[src/rtl/tod_alarm_pkg.sv]
package tod_alarm_pkg;

  localparam int NUM_FIELDS = 3;

  // Field order inside the alarm unit
  localparam int FIELD_MIN  = 0;
  localparam int FIELD_HOUR = 1;
  localparam int FIELD_DAY  = 2;

  // Strobes from control to datapath
  typedef struct packed {
    logic [NUM_FIELDS-1:0] wrSel;  // write this alarm byte
    logic [NUM_FIELDS-1:0] rdSel;  // drive this alarm byte on read data
  } ctrlStrobes_t;

endpackage

[src/rtl/tod_alarm_dp.sv]
module tod_alarm_dp
  import tod_alarm_pkg::*;
#(
  parameter int DATA_W = 8,
  parameter int DAY_W  = 3
) (
  input  logic              clk,
  input  logic              rstN,
  input  ctrlStrobes_t      strobes,
  input  logic [DATA_W-1:0] busWrData,
  input  logic [DATA_W-1:0] curMin,
  input  logic [DATA_W-1:0] curHour,
  input  logic [DATA_W-1:0] curDay,
  output logic [DATA_W-1:0] busRdData,
  output logic              matchNow
);

  localparam logic [DATA_W-1:0] MASK_BIT = {1'b1, {(DATA_W-1){1'b0}}};
  localparam logic [DATA_W-1:0] WIDE_VAL = {1'b0, {(DATA_W-1){1'b1}}};
  localparam logic [DATA_W-1:0] DAY_VAL  = {{(DATA_W-DAY_W){1'b0}}, {DAY_W{1'b1}}};

  // Value bits that take part in the comparison for one field
  function automatic logic [DATA_W-1:0] valueMask(input int idx);
    return (idx == FIELD_DAY) ? DAY_VAL : WIDE_VAL;
  endfunction

  logic [DATA_W-1:0]     fieldReg [NUM_FIELDS];
  logic [DATA_W-1:0]     curVec   [NUM_FIELDS];
  logic [NUM_FIELDS-1:0] fieldHit;

  assign curVec[FIELD_MIN]  = curMin;
  assign curVec[FIELD_HOUR] = curHour;
  assign curVec[FIELD_DAY]  = curDay;

  // Alarm byte storage; unused bits are never stored
  always_ff @(posedge clk or negedge rstN) begin
    if (!rstN) begin
      for (int i = 0; i < NUM_FIELDS; i++) fieldReg[i] <= '0;
    end else begin
      for (int i = 0; i < NUM_FIELDS; i++) begin
        if (strobes.wrSel[i]) fieldReg[i] <= busWrData & (valueMask(i) | MASK_BIT);
      end
    end
  end

  // Per-field compare, bypassed by the field's mask bit
  for (genvar g = 0; g < NUM_FIELDS; g++) begin : g_cmp
    logic [DATA_W-1:0] diff;
    assign diff        = (curVec[g] ^ fieldReg[g]) & valueMask(g);
    assign fieldHit[g] = fieldReg[g][DATA_W-1] | (diff == '0);
  end

  assign matchNow = &fieldHit;

  // Read mux
  always_comb begin
    busRdData = '0;
    for (int i = 0; i < NUM_FIELDS; i++) begin
      if (strobes.rdSel[i]) busRdData = busRdData | fieldReg[i];
    end
  end

endmodule

[src/rtl/tod_alarm_ctrl.sv]
module tod_alarm_ctrl
  import tod_alarm_pkg::*;
#(
  parameter int ADDR_W    = 5,
  parameter int MIN_ADDR  = 3,
  parameter int HOUR_ADDR = 5,
  parameter int DAY_ADDR  = 7
) (
  input  logic              clk,
  input  logic              rstN,
  input  logic [ADDR_W-1:0] busAddr,
  input  logic              busWrEn,
  input  logic              busRdEn,
  input  logic              hund99,
  input  logic              secRoll,
  input  logic              matchNow,
  input  logic              irqEnable,
  output ctrlStrobes_t      strobes,
  output logic              alarmFlag,
  output logic              alarmIrqN
);

  localparam logic [ADDR_W-1:0] FIELD_ADDR [NUM_FIELDS] = '{
    ADDR_W'(MIN_ADDR), ADDR_W'(HOUR_ADDR), ADDR_W'(DAY_ADDR)
  };

  logic [NUM_FIELDS-1:0] addrHit;
  logic                  alarmAccess;
  logic                  pendingHit;
  logic                  commitHit;

  for (genvar g = 0; g < NUM_FIELDS; g++) begin : g_dec
    assign addrHit[g]       = (busAddr == FIELD_ADDR[g]);
    assign strobes.wrSel[g] = busWrEn & addrHit[g];
    assign strobes.rdSel[g] = busRdEn & addrHit[g];
  end

  assign alarmAccess = (busWrEn | busRdEn) & (|addrHit);
  assign commitHit   = secRoll & pendingHit;

  // Latest sample taken in the hundredths-99 interval; consumed by a rollover
  always_ff @(posedge clk or negedge rstN) begin
    if (!rstN)        pendingHit <= 1'b0;
    else if (hund99)  pendingHit <= matchNow;
    else if (secRoll) pendingHit <= 1'b0;
  end

  // Sticky flag: a commit wins over a same-cycle clearing access
  always_ff @(posedge clk or negedge rstN) begin
    if (!rstN)            alarmFlag <= 1'b0;
    else if (commitHit)   alarmFlag <= 1'b1;
    else if (alarmAccess) alarmFlag <= 1'b0;
  end

  assign alarmIrqN = ~(alarmFlag & irqEnable);

endmodule

[src/rtl/tod_alarm.sv]
module tod_alarm
  import tod_alarm_pkg::*;
#(
  parameter int ADDR_W    = 5,
  parameter int DATA_W    = 8,
  parameter int DAY_W     = 3,
  parameter int MIN_ADDR  = 3,
  parameter int HOUR_ADDR = 5,
  parameter int DAY_ADDR  = 7
) (
  input  logic              clk,
  input  logic              rstN,
  input  logic [ADDR_W-1:0] busAddr,
  input  logic              busWrEn,
  input  logic              busRdEn,
  input  logic [DATA_W-1:0] busWrData,
  output logic [DATA_W-1:0] busRdData,
  input  logic [DATA_W-1:0] curMin,
  input  logic [DATA_W-1:0] curHour,
  input  logic [DATA_W-1:0] curDay,
  input  logic              hund99,
  input  logic              secRoll,
  input  logic              irqEnable,
  output logic              alarmFlag,
  output logic              alarmIrqN
);

  ctrlStrobes_t strobes;
  logic         matchNow;

  tod_alarm_ctrl #(
    .ADDR_W(ADDR_W), .MIN_ADDR(MIN_ADDR), .HOUR_ADDR(HOUR_ADDR), .DAY_ADDR(DAY_ADDR)
  ) u_ctrl (
    .clk(clk), .rstN(rstN), .busAddr(busAddr), .busWrEn(busWrEn), .busRdEn(busRdEn),
    .hund99(hund99), .secRoll(secRoll), .matchNow(matchNow), .irqEnable(irqEnable),
    .strobes(strobes), .alarmFlag(alarmFlag), .alarmIrqN(alarmIrqN)
  );

  tod_alarm_dp #(.DATA_W(DATA_W), .DAY_W(DAY_W)) u_dp (
    .clk(clk), .rstN(rstN), .strobes(strobes), .busWrData(busWrData),
    .curMin(curMin), .curHour(curHour), .curDay(curDay),
    .busRdData(busRdData), .matchNow(matchNow)
  );

endmodule

[config.mk]
export PLATFORM = sky130hd
export DESIGN_NAME = tod_alarm
export DESIGN_NICKNAME = d
export VERILOG_FILES = /design/src/rtl/tod_alarm_pkg.sv /design/src/rtl/tod_alarm_dp.sv /design/src/rtl/tod_alarm_ctrl.sv /design/src/rtl/tod_alarm.sv
export SDC_FILE = /design/constraint.sdc
export NUM_CORES = 1
export LEC_CHECK = 0
export CAP_MARGIN = 0
export CORE_MARGIN = 2
export CORE_UTILIZATION = 44
export DETAILED_ROUTE_END_ITERATION = 8
export GPL_TIMING_DRIVEN = 0
export HOLD_SLACK_MARGIN = 0.1
export PLACE_DENSITY_LB_ADDON = 0.05
export SYNTH_ARGS = -nofsm -noshare
export SYNTH_HDL_FRONTEND = slang
export SYNTH_SLANG_ARGS = --single-unit
[constraint.sdc]
create_clock -name clk -period 3.35 [get_ports clk]
set_input_delay 0.67 -clock clk [delete_from_list [all_inputs] [get_ports clk]]
set_output_delay 0.67 -clock clk [all_outputs]
set_load 0.02 [all_outputs]
==> results of run 1 <==
==> worst max-delay path by stage <==
stage | slack, ns | startpoint | endpoint
finish | 0.21 | busAddr[0] | busRdData[2]
global route | 0.08 | busAddr[0] | busRdData[2]
CTS | 0.21 | busAddr[0] | busRdData[2]
detailed placement | -0.34 | busAddr[0] | busRdData[2]
global placement | -0.34 | busAddr[0] | busRdData[7]
floorplan | 0.95 | busAddr[4] | busRdData[0]
==> synth_stat cells, drive strengths merged <==
cell type and instances:
dfrtp 22, o221ai 1, nor3 3, nor2 4
a22o 5, nand2 6, or3b 1, mux2 20
xnor2 8, nand4 2, xor2 9, nor4 2
o22ai 1, a222oi 4, inv 4, nor3b 2
o21ai 2
==> kinds of logic (layout without fill, tap and decap cells) <==
group / count (synthesis) / count (layout) / share of synthesized area (%)
AOI/OAI and AO/OA: 13 / 13 / 9.28
xor gates and xnor gates: 17 / 17 / 12.7
buffers and inverters: 4 / 55 / 1.28
DFF: 22 / 22 / 46.9
muxes: 20 / 20 / 19.2
and+or+nand+nor: 20 / 20 / 10.7
==> stage by stage <==
step | util (%) | hold slack, ns | instance area (sq um) | std cells | setup WS [ns]
2_1_floorplan | - | 0.374 | 1170 | 96 | 0.947
3_3_place_gp | 66.9 | 0.464 | 1670 | 172 | -0.335
3_5_place_dp | 66.9 | 0.473 | 1670 | 172 | -0.340
4_1_cts | 69.2 | 0.501 | 1730 | 177 | 0.211
5_1_grt | 69.2 | 0.513 | 1730 | 177 | 0.0787
6_report | 69.2 | 0.501 | 1730 | 177 | 0.215
==> power by group <==
group / leakage, nW / switching [mW] / internal (mW)
sequential: 0.283 / 0.0460 / 0.315
clock: 0.0210 / 0.0829 / 0.0664
combinational: 0.481 / 0.0629 / 0.113
total: 0.785 / 0.192 / 0.495
==> state kept, by name, indices dropped and copies added (netlist names) <==
register           flops
u_dp.fieldReg         20
u_ctrl.alarmFlag       1
u_ctrl.pendingHit      1
==> tightest hold or removal path, delay by kind of cell, from the launching register on <==
| kind | cells | cell delay, ns |
|---|---|---|
| and+or+nand+nor | 1 | 0.05 |
| AOI/OAI and AO/OA | 1 | 0.06 |
| DFF | 1 | 0.37 |
==> repair_timing <==
action	CTS	global route
buffers inserted	1	0
setup endpoints to repair	8	0
gates resized for setup	10	0
==> layout make-up <==
class | count | area [sq um]
fill | 196 | 769
multi-input combinational | 70 | 621
sequential | 22 | 551
timing repair buffer | 47 | 470
tap | 30 | 37.5
clock buffer | 4 | 36.3
inverter | 4 | 15.0
==> per-layer routing <==
metal  wire (um)  GRT usage (%)
met5           0              0
met4          40           7.32
met3         165           4.19
met2        1410           32.8
met1        1320           28.8
==> summary.md, run 1 <==
| Metric | Value |
|---|---|
| Deepest clock path buffer count | `2` |
| Worst path slowest cell | `clkdlybuf4s50_1` |
| Layout cells sized above 1 | `19.7%` |
| Clock sink count | `22` |
| Starting Density | `46.9%` |
| RR Endpoint | `u_ctrl.pendingHit` |
| Total track usage | `20.9%` |
| Via count | `964` |
| Die W | `55.6 um` |
| Buffers and inverters on the worst path | `4` |
| Largest area contributor in the synthesized netlist | `dfrtp_1` |
| Reg clk slew, reported paths | `0.13 ns` |
| Fin crit period | `about 3.1 ns` |
| Path depth of the worst reg2reg path | `5` |
| Die height | `~56 um` |
| CTS Buf Count | `3` |
| Synthesized cell area | `0.00117 sq mm` |
| Hold_buf cts | `0` |
| Hold_sp | `u_ctrl.pendingHit` |
| Skew final | `about 0.006 ns` |
| Crit path max-delay family | `buffers and inverters` |
| FF-to-FF setup slack | `2.00 ns` |
| IO Port Bufs | `46` |
| PwrDens | `between 300 and 400 mW/mm^2` |
| #FFs+latches synth | `22` |
| Remaining DRCs | `0` |
| Clock root cell | `clkbuf_4` |
| Final Hold Violating Endpoints | `0` |
| Top-area cell type share of the netlist area | `46.9%` |
| Max transition margin | `between 30% and 40%` |
| First-pass GRT wire length | `5020 um` |
| Critical path class | `input port to primary output` |
| Post-synthesis sequential area ratio | `roughly 47%` |
| Final Max Slew Viols | `0` |
| Antenna Cells | `0` |
| Cell Chain, Critical Path | `clkdlybuf4s50_1, nor3b_1, nand2_1, nor3b_4, buf_12, a222oi_1, inv_1, dlygate4sd2_1` |
| Area contributors post-synth | `dfrtp_1 (47%), mux2_2 (19%), xor2_1 (6.7%), xnor2_1 (6.0%), a22o_1 (3.7%)` |
| Synth warn | `0` |
| Area growth syn-to-layout | `47.4%` |
| WL final | `2940 um` |
| Setup TNS | `0 ns` |
| Number of global-route vias before repair | `1062` |
| Io pins | `54` |
| Initial DRT Pass Iterations | `4` |
| R2R Path Start | `u_dp.fieldReg[8]` |
| Most common cell after layout, fill and taps aside | `clkdlybuf4s50_1` |
| WP depth | `8` |
| Synth Instances | `96` |
| Crit path DAT | `2.47 ns` |
| Most frequent cells in the layout | `clkdlybuf4s50_1 (38), dfrtp_1 (22), mux2_2 (20)` |
| Rows | `18` |
| GR Overflow Total | `0` |
| Count of different cell masters after synthesis | `20` |
| Drt wl/cell | `roughly 17 um` |
| Worst min path class | `register to register` |
| Syn_nets | `140` |
| Via density per instance | `5.45` |
| Hold Path End | `u_ctrl.pendingHit` |
| Core footprint | `0.00250 sq mm` |
| Tcrit/Tclk final | `93.6%` |
| Crit path largest cell delay | `between 0.4 and 0.5 ns` |
| Count of final setup violators | `0` |
| Final Net Count | `192` |
| Mean Syn Cell Area | `between 10 and 15 sq um` |
| Slew @ Worst Pin | `1.04 ns` |
| Status | `finished, final reports clean` |
| Max Cap Viol | `0` |
| Largest net degree at the start of global routing | `23` |
| CTS H-tree lvls | `1` |
| CP required | `approximately 2.7 ns` |
| HPWL after DPL | `2170 um` |
| Power Total | `between 0.6 and 0.7 mW` |
| Crit start category | `input port` |
| FMAX | `0.319 GHz` |
| Initial drt markers | `38` |
| Initial antenna violation count | `0` |
| Maximum VDD drop | `0.000377 V` |
| Die area | `0.00310 sq mm` |
| RePlAce Congestion | `0.843` |
| Hold path cells | `2` |
| DRT antenna net count | `0` |
| P_leak | `0.785 nW` |
| Worst-Skew Late Latency | `0.31 ns` |
| Critical Path Sink Type | `primary output` |
| Worst Path Max Fanout | `8` |
| CTS tree | `built` |
| RSZ-0062 raised after global routing | `false` |
(Power assumes the default switching activity.)
==> run 2: changes to the inputs <==
- CORE_MARGIN: 2 -> not set
- GPL_ROUTABILITY_DRIVEN: not set -> 1
==> summary.md, run 2 (same netlist as run 1, synthesis figures left out) <==
| Metric | Value |
|---|---|
| Via density per instance | `5.37 (-1.4%)` |
| Crit start category | `input port` |
| Io pins | `54 (unchanged)` |
| Worst hold slack | `0.511 ns (+0.00992 ns)` |
| CTS Buf Count | `3 (unchanged)` |
| Die height | `53.6 um (-3.6%)` |
| Maximum VDD drop | `0.000329 V (-13%)` |
| Max transition margin | `35.2% (+4.7 points)` |
| Clk pwr share | `17.5% (-4.2 points)` |
| Slew @ Worst Pin | `0.969 ns (-0.0705 ns)` |
| Placed Cells | `172 (unchanged)` |
| Max Cap Viol | `0 (unchanged)` |
| RePlAce Congestion | `0.752 (-11%)` |
| Clock root cell | `clkbuf_4` |
| Area growth syn-to-layout | `49.5%` |
| Initial DRT Pass Iterations | `7 (+3)` |
| Via count | `956 (-0.83%)` |
| Drt wl/cell | `16.0 um (-3.6%)` |
| Sw frac | `27.6% (-0.28 points)` |
| CTS tree | `built` |
| Critical Path Sink Type | `primary output` |
| Post-Layout Cell Count | `178 (+0.56%)` |
| Power Total | `0.651 mW (-5.2%)` |
| Sw power | `0.180 mW (-6.1%)` |
| Die W | `53.6 um (-3.6%)` |
| Largest net degree at the start of global routing | `23 (unchanged)` |
| Sequential Power Share | `55.3% (+2.7 points)` |
| RSZ-0062 raised after global routing | `false` |
| Final Max Slew Viols | `0 (unchanged)` |
| Logic pwr share | `27.2% (+1.6 points)` |
| Largest Register | `u_dp.fieldReg` |
| Worst-Skew Late Latency | `0.29 ns (-0.02 ns)` |
| Layout cells sized above 1 | `21.6% (+1.9 points)` |
| WL final | `2850 um (-3.1%)` |
| Hold_buf cts | `0 (unchanged)` |
| Worst Path Max Fanout | `8 (unchanged)` |
| Critical path class | `input port to primary output` |
| Skew final | `0.00296 ns (-0.00319 ns)` |
| CP required | `2.68 ns (about the same)` |
| Initial antenna violation count | `0 (unchanged)` |
| Clock sink count | `22 (unchanged)` |
| Max reg flops | `20 (unchanged)` |
| Most frequent cells in the layout | `clkdlybuf4s50_1 (38), dfrtp_1 (22), mux2_2 (20)` |
| Pre-CTS setup slack | `-0.407 ns (-0.0672 ns)` |
| P_leak | `0.847 nW (+7.8%)` |
| Filler cells | `190 (-3.1%)` |
| Worst min path class | `register to register` |
| PwrDens | `371 mW/mm^2 (-6.4%)` |
| HPWL after DPL | `2110 um (-2.8%)` |
| Internal power | `0.471 mW (-4.8%)` |
| Crit path DAT | `2.45 ns (-0.02 ns)` |
| Design Area, Final | `0.00175 sq mm (+1.4%)` |
| Starting Density | `46.9% (unchanged)` |
| First-pass GRT wire length | `4150 um (-17%)` |
| Most common cell after layout, fill and taps aside | `clkdlybuf4s50_1` |
| Count of final setup violators | `0 (unchanged)` |
| FMAX | `0.321 GHz (+0.61%)` |
| Top flop regs | `u_dp.fieldReg: 20 flops, u_ctrl.alarmFlag: 1 flops, u_ctrl.pendingHit: 1 flops` |
| Initial drt markers | `32 (-16%)` |
| Fin crit period | `3.12 ns (-0.0191 ns)` |
| Rows | `18 (unchanged)` |
| Die area | `0.00288 sq mm (-7.1%)` |
| Final Net Count | `194 (+1.0%)` |
| Final Hold Violating Endpoints | `0 (unchanged)` |
| Crit path setup slack, layout | `0.234 ns (+0.0191 ns)` |
| DP Area | `0.00167 sq mm (unchanged)` |
| Total track usage | `21.0% (+0.069 points)` |
| IO Port Bufs | `46 (unchanged)` |
| GR Overflow Total | `0 (unchanged)` |
| Reg clk slew, reported paths | `0.11 ns (-0.02 ns)` |
| DRT antenna net count | `0 (unchanged)` |
| Deepest clock path buffer count | `2 (unchanged)` |
| Hold path cells | `2 (unchanged)` |
| Tcrit/Tclk final | `93.0% (-0.57 points)` |
| Status | `finished, final reports clean` |
| CTS H-tree lvls | `1 (unchanged)` |
| Path depth of the worst reg2reg path | `5 (unchanged)` |
| Number of global-route vias before repair | `937 (-12%)` |
| Remaining DRCs | `0 (unchanged)` |
| Core footprint | `0.00250 sq mm (unchanged)` |
| Antenna Cells | `0 (unchanged)` |
-- run 2: cell type report --
type | instances | area (sq um) | share of cell area [%]
timing repair buffer | 49 | 500 | 28.5
multi-input combinational | 70 | 628 | 35.8
sequential | 22 | 551 | 31.4
inverter | 4 | 15.0 | 0.856
clock buffer | 3 | 22.5 | 1.28
tap | 30 | 37.5 | 2.14
-- run 2: power by group through the flow --
stage,registers (mW),logic [mW],clock network (mW)
2_1_floorplan,0.358,0.0953,0
6_report,0.360,0.177,0.114
3_5_place_dp,0.366,0.176,0
4_1_cts,0.360,0.179,0.116
5_1_grt,0.368,0.193,0.130
3_3_place_gp,0.363,0.171,0
-- run 2: stage by stage --
| stage | util (%) | TNS (ns) |
|---|---|---|
| global placement | 66.9 | -2.27 |
| floorplan | - | 0 |
| CTS | 69.7 | 0 |
| finish | 70.2 | 0 |
| global route | 70.2 | 0 |
| detailed placement | 66.9 | -2.85 |
-- run 2: path summary, 6_finish.rpt --
check | startpoint | endpoint | slack, ns
worst min register to register | u_ctrl.pendingHit | u_ctrl.pendingHit | 0.51
worst max-delay path | busAddr[0] | busRdData[2] | 0.23
worst min-delay path | u_ctrl.pendingHit | u_ctrl.pendingHit | 0.51
max in group asynchronous | rstN | u_dp.fieldReg[10] | 1.86
min in group asynchronous | rstN | u_dp.fieldReg[14] | 0.90
worst max register to register | u_dp.fieldReg[21] | u_ctrl.pendingHit | 2.02
-- run 2: repair_timing --
action	in CTS	in global routing
gates resized for setup	7	5
setup buffers	3	0
setup endpoints to repair	8	4
pin swaps	2	0
endpoints found under the hold margin	0	0
-- run 2: per-layer routing --
metal,up-vias,track usage [%],share of wire (%)
met2,48,39.2,50
li1,460,-,-
met3,2,3.95,7.7
met5,-,0,0
met4,0,3.95,0.46
met1,446,25.0,42
-- run 2: worst max-delay path, cell delays in order --
cell and delay, ns:
clkdlybuf4s50_1 0.47, nor3b_2 0.25, nand2_2 0.14, nor3b_4 0.25, buf_12 0.16, a222oi_1 0.10, inv_1 0.08, dlygate4sd2_1 0.32
==> run 3: changes to the inputs <==
- GPL_TIMING_DRIVEN: 0 -> not set
==> summary.md, run 3 (same netlist as run 1, synthesis figures left out) <==
| Metric | Value |
|---|---|
| Initial antenna violation count | `0 (unchanged)` |
| Die area | `0.00288 sq mm (unchanged)` |
| Max reg flops | `20 (unchanged)` |
| Initial drt markers | `30 (-6.3%)` |
| Starting Density | `46.9% (unchanged)` |
| CP required | `2.68 ns (about the same)` |
| HPWL after DPL | `2190 um (+3.8%)` |
| Clock sink count | `22 (unchanged)` |
| Hold Path End | `u_ctrl.pendingHit` |
| Number of global-route vias before repair | `934 (-0.32%)` |
| Crit path largest cell delay | `0.46 ns (about the same)` |
| Final Max Slew Viols | `0 (unchanged)` |
| Via density per instance | `5.40 (+0.58%)` |
| IO Port Bufs | `46 (unchanged)` |
| RR Endpoint | `u_ctrl.pendingHit` |
| Remaining DRCs | `0 (unchanged)` |
| Antenna Cells | `0 (unchanged)` |
| Die W | `53.6 um (unchanged)` |
| Buffers and inverters on the worst path | `4 (unchanged)` |
| Worst min path class | `register to register` |
| Max Cap Viol | `0 (unchanged)` |
| CTS H-tree lvls | `1 (unchanged)` |
| Crit path DAT | `2.46 ns (about the same)` |
| Via count | `994 (+4.0%)` |
| Largest Register | `u_dp.fieldReg` |
| WL final | `2830 um (-0.74%)` |
| FMAX | `0.319 GHz (-0.56%)` |
| Deepest clock path buffer count | `2 (unchanged)` |
| Worst path slowest cell | `clkdlybuf4s50_1` |
| GR Overflow Total | `0 (unchanged)` |
| CTS tree | `built` |
| Final Hold Violating Endpoints | `0 (unchanged)` |
| FF-to-FF setup slack | `1.98 ns (-0.04 ns)` |
| Most common cell after layout, fill and taps aside | `clkdlybuf4s50_1` |
| Cell Chain, Critical Path | `clkdlybuf4s50_1, nor3b_1, nand2_1, nor3b_2, buf_4, a222oi_1, inv_1, dlygate4sd2_1` |
| Pre-CTS setup slack | `-0.0398 ns (+0.367 ns)` |
| Final Net Count | `199 (+2.6%)` |
| Most frequent cells in the layout | `clkdlybuf4s50_1 (38), dfrtp_1 (22), mux2_2 (20)` |
| Fin crit period | `3.13 ns (+0.0176 ns)` |
| Hold path cells | `2 (unchanged)` |
| Layout cells sized above 1 | `23.4% (+1.8 points)` |
| Crit path max-delay family | `buffers and inverters` |
| Worst-Skew Late Latency | `0.30 ns (about the same)` |
| Crit path setup slack, layout | `0.216 ns (-0.0176 ns)` |
| Top flop regs | `u_dp.fieldReg: 20 flops, u_ctrl.alarmFlag: 1 flops, u_ctrl.pendingHit: 1 flops` |
| DRT antenna net count | `0 (unchanged)` |
| Total track usage | `22.5% (+1.5 points)` |
| Initial DRT Pass Iterations | `4 (-3)` |
| Hold_sp | `u_ctrl.pendingHit` |
| Max transition margin | `32.6% (-2.6 points)` |
| Path depth of the worst reg2reg path | `5 (unchanged)` |
| Critical path class | `input port to primary output` |
| CTS Buf Count | `3 (unchanged)` |
| Crit start category | `input port` |
| Setup TNS | `0 ns (unchanged)` |
| First-pass GRT wire length | `4400 um (+6.2%)` |
| Critical Path Sink Type | `primary output` |
| Die height | `53.6 um (unchanged)` |
| Io pins | `54 (unchanged)` |
| Worst Path Max Fanout | `4 (-4)` |
| RSZ-0062 raised after global routing | `false` |
| Tcrit/Tclk final | `93.6% (+0.53 points)` |
| Drt wl/cell | `15.4 um (-4.0%)` |
| Count of final setup violators | `0 (unchanged)` |
| Rows | `18 (unchanged)` |
| Reg clk slew, reported paths | `0.11 ns (about the same)` |
| R2R Path Start | `u_dp.fieldReg[16]` |
| Slew @ Worst Pin | `1.01 ns (+0.0387 ns)` |
| Area growth syn-to-layout | `49.8%` |
| Filler cells | `208 (+9.5%)` |
| Largest net degree at the start of global routing | `23 (unchanged)` |
| RePlAce Congestion | `0.765 (+1.7%)` |
| Clock root cell | `clkbuf_4` |
| Maximum VDD drop | `0.000322 V (-2.1%)` |
| P_leak | `0.807 nW (-4.6%)` |
| PwrDens | `389 mW/mm^2 (+4.8%)` |
| Status | `finished, final reports clean` |
| Skew final | `0.00703 ns (+0.00407 ns)` |
| Core footprint | `0.00250 sq mm (unchanged)` |
-- run 3: changes by cell type in the layout (fill, tap and decap cells not counted) --
cell | previous run | this run
nor3b_4 | 1 | 0
buf_4 | 2 | 8
buf_12 | 1 | 0
dlymetal6s2s_1 | 4 | 0
nor3_4 | 2 | 1
nand2_1 | 5 | 6
clkbuf_8 | 0 | 1
dlygate4sd2_1 | 4 | 8
nand2_2 | 1 | 0
nor3_2 | 0 | 1
nor3b_1 | 0 | 1
-- run 3: area by class of cell --
| type | instances | area, sq um | share of cell area (%) |
|---|---|---|---|
| Clock buffer | 4 | 36.3 | 2.06 |
| Inverter | 4 | 15.0 | 0.854 |
| Multi-Input combinational cell | 70 | 608 | 34.6 |
| Sequential cell | 22 | 551 | 31.3 |
| Tap cell | 30 | 37.5 | 2.14 |
| Timing Repair Buffer | 54 | 510 | 29.0 |
-- run 3: worst max path at each step --
| stage | start | end | slack (ns) | depth (start not counted) |
|---|---|---|---|---|
| finish | busAddr[0] | busRdData[7] | 0.22 | 8 |
| global placement | busAddr[0] | busRdData[2] | -0.05 | 8 |
| floorplan | busAddr[4] | busRdData[0] | 0.95 | 5 |
| global route | busAddr[0] | busRdData[0] | 0.08 | 8 |
| CTS | busAddr[0] | busRdData[4] | 0.22 | 7 |
| detailed placement | busAddr[0] | busRdData[4] | -0.04 | 7 |
-- run 3: metal layers --
metal	GRT usage [%]	up-vias	wire length, um
met4	6.58	0	10
met2	39.0	44	1420
met1	28.5	475	1160
met3	3.67	2	239
met5	0	-	0
li1	-	473	-
-- run 3: what timing repair did --
item                                    CTS  global route
resized for setup                         8             0
endpoints found under the setup margin    8             0
setup buffers                             0             0
hold buffers                              0             0
-- run 3: stage by stage --
| step | utilization, % | total power [mW] | hold WS (ns) | std cells | cell area, sq um |
|---|---|---|---|---|---|
| CTS | 70.3 | 0.692 | 0.502 | 184 | 1760 |
| global route | 70.3 | 0.724 | 0.521 | 184 | 1760 |
| detailed placement | 69.3 | 0.546 | 0.475 | 180 | 1730 |
| global placement | 69.3 | 0.538 | 0.464 | 180 | 1730 |
| finish | 70.3 | 0.684 | 0.500 | 184 | 1760 |
| floorplan | - | 0.453 | 0.374 | 96 | 1170 |
-- run 3: tightest hold or removal path, cell delays in order (launching register included) --
cell and delay [ns]:
dfrtp_1 0.36, nand2_1 0.05, o21ai_0 0.06
-- run 3: report_power, final --
part           switching [mW]  total [mW]  internal [mW]
combinational          0.0622       0.177          0.115
clock                  0.0786       0.145         0.0663
sequential             0.0462       0.362          0.315
total                   0.187       0.684          0.497
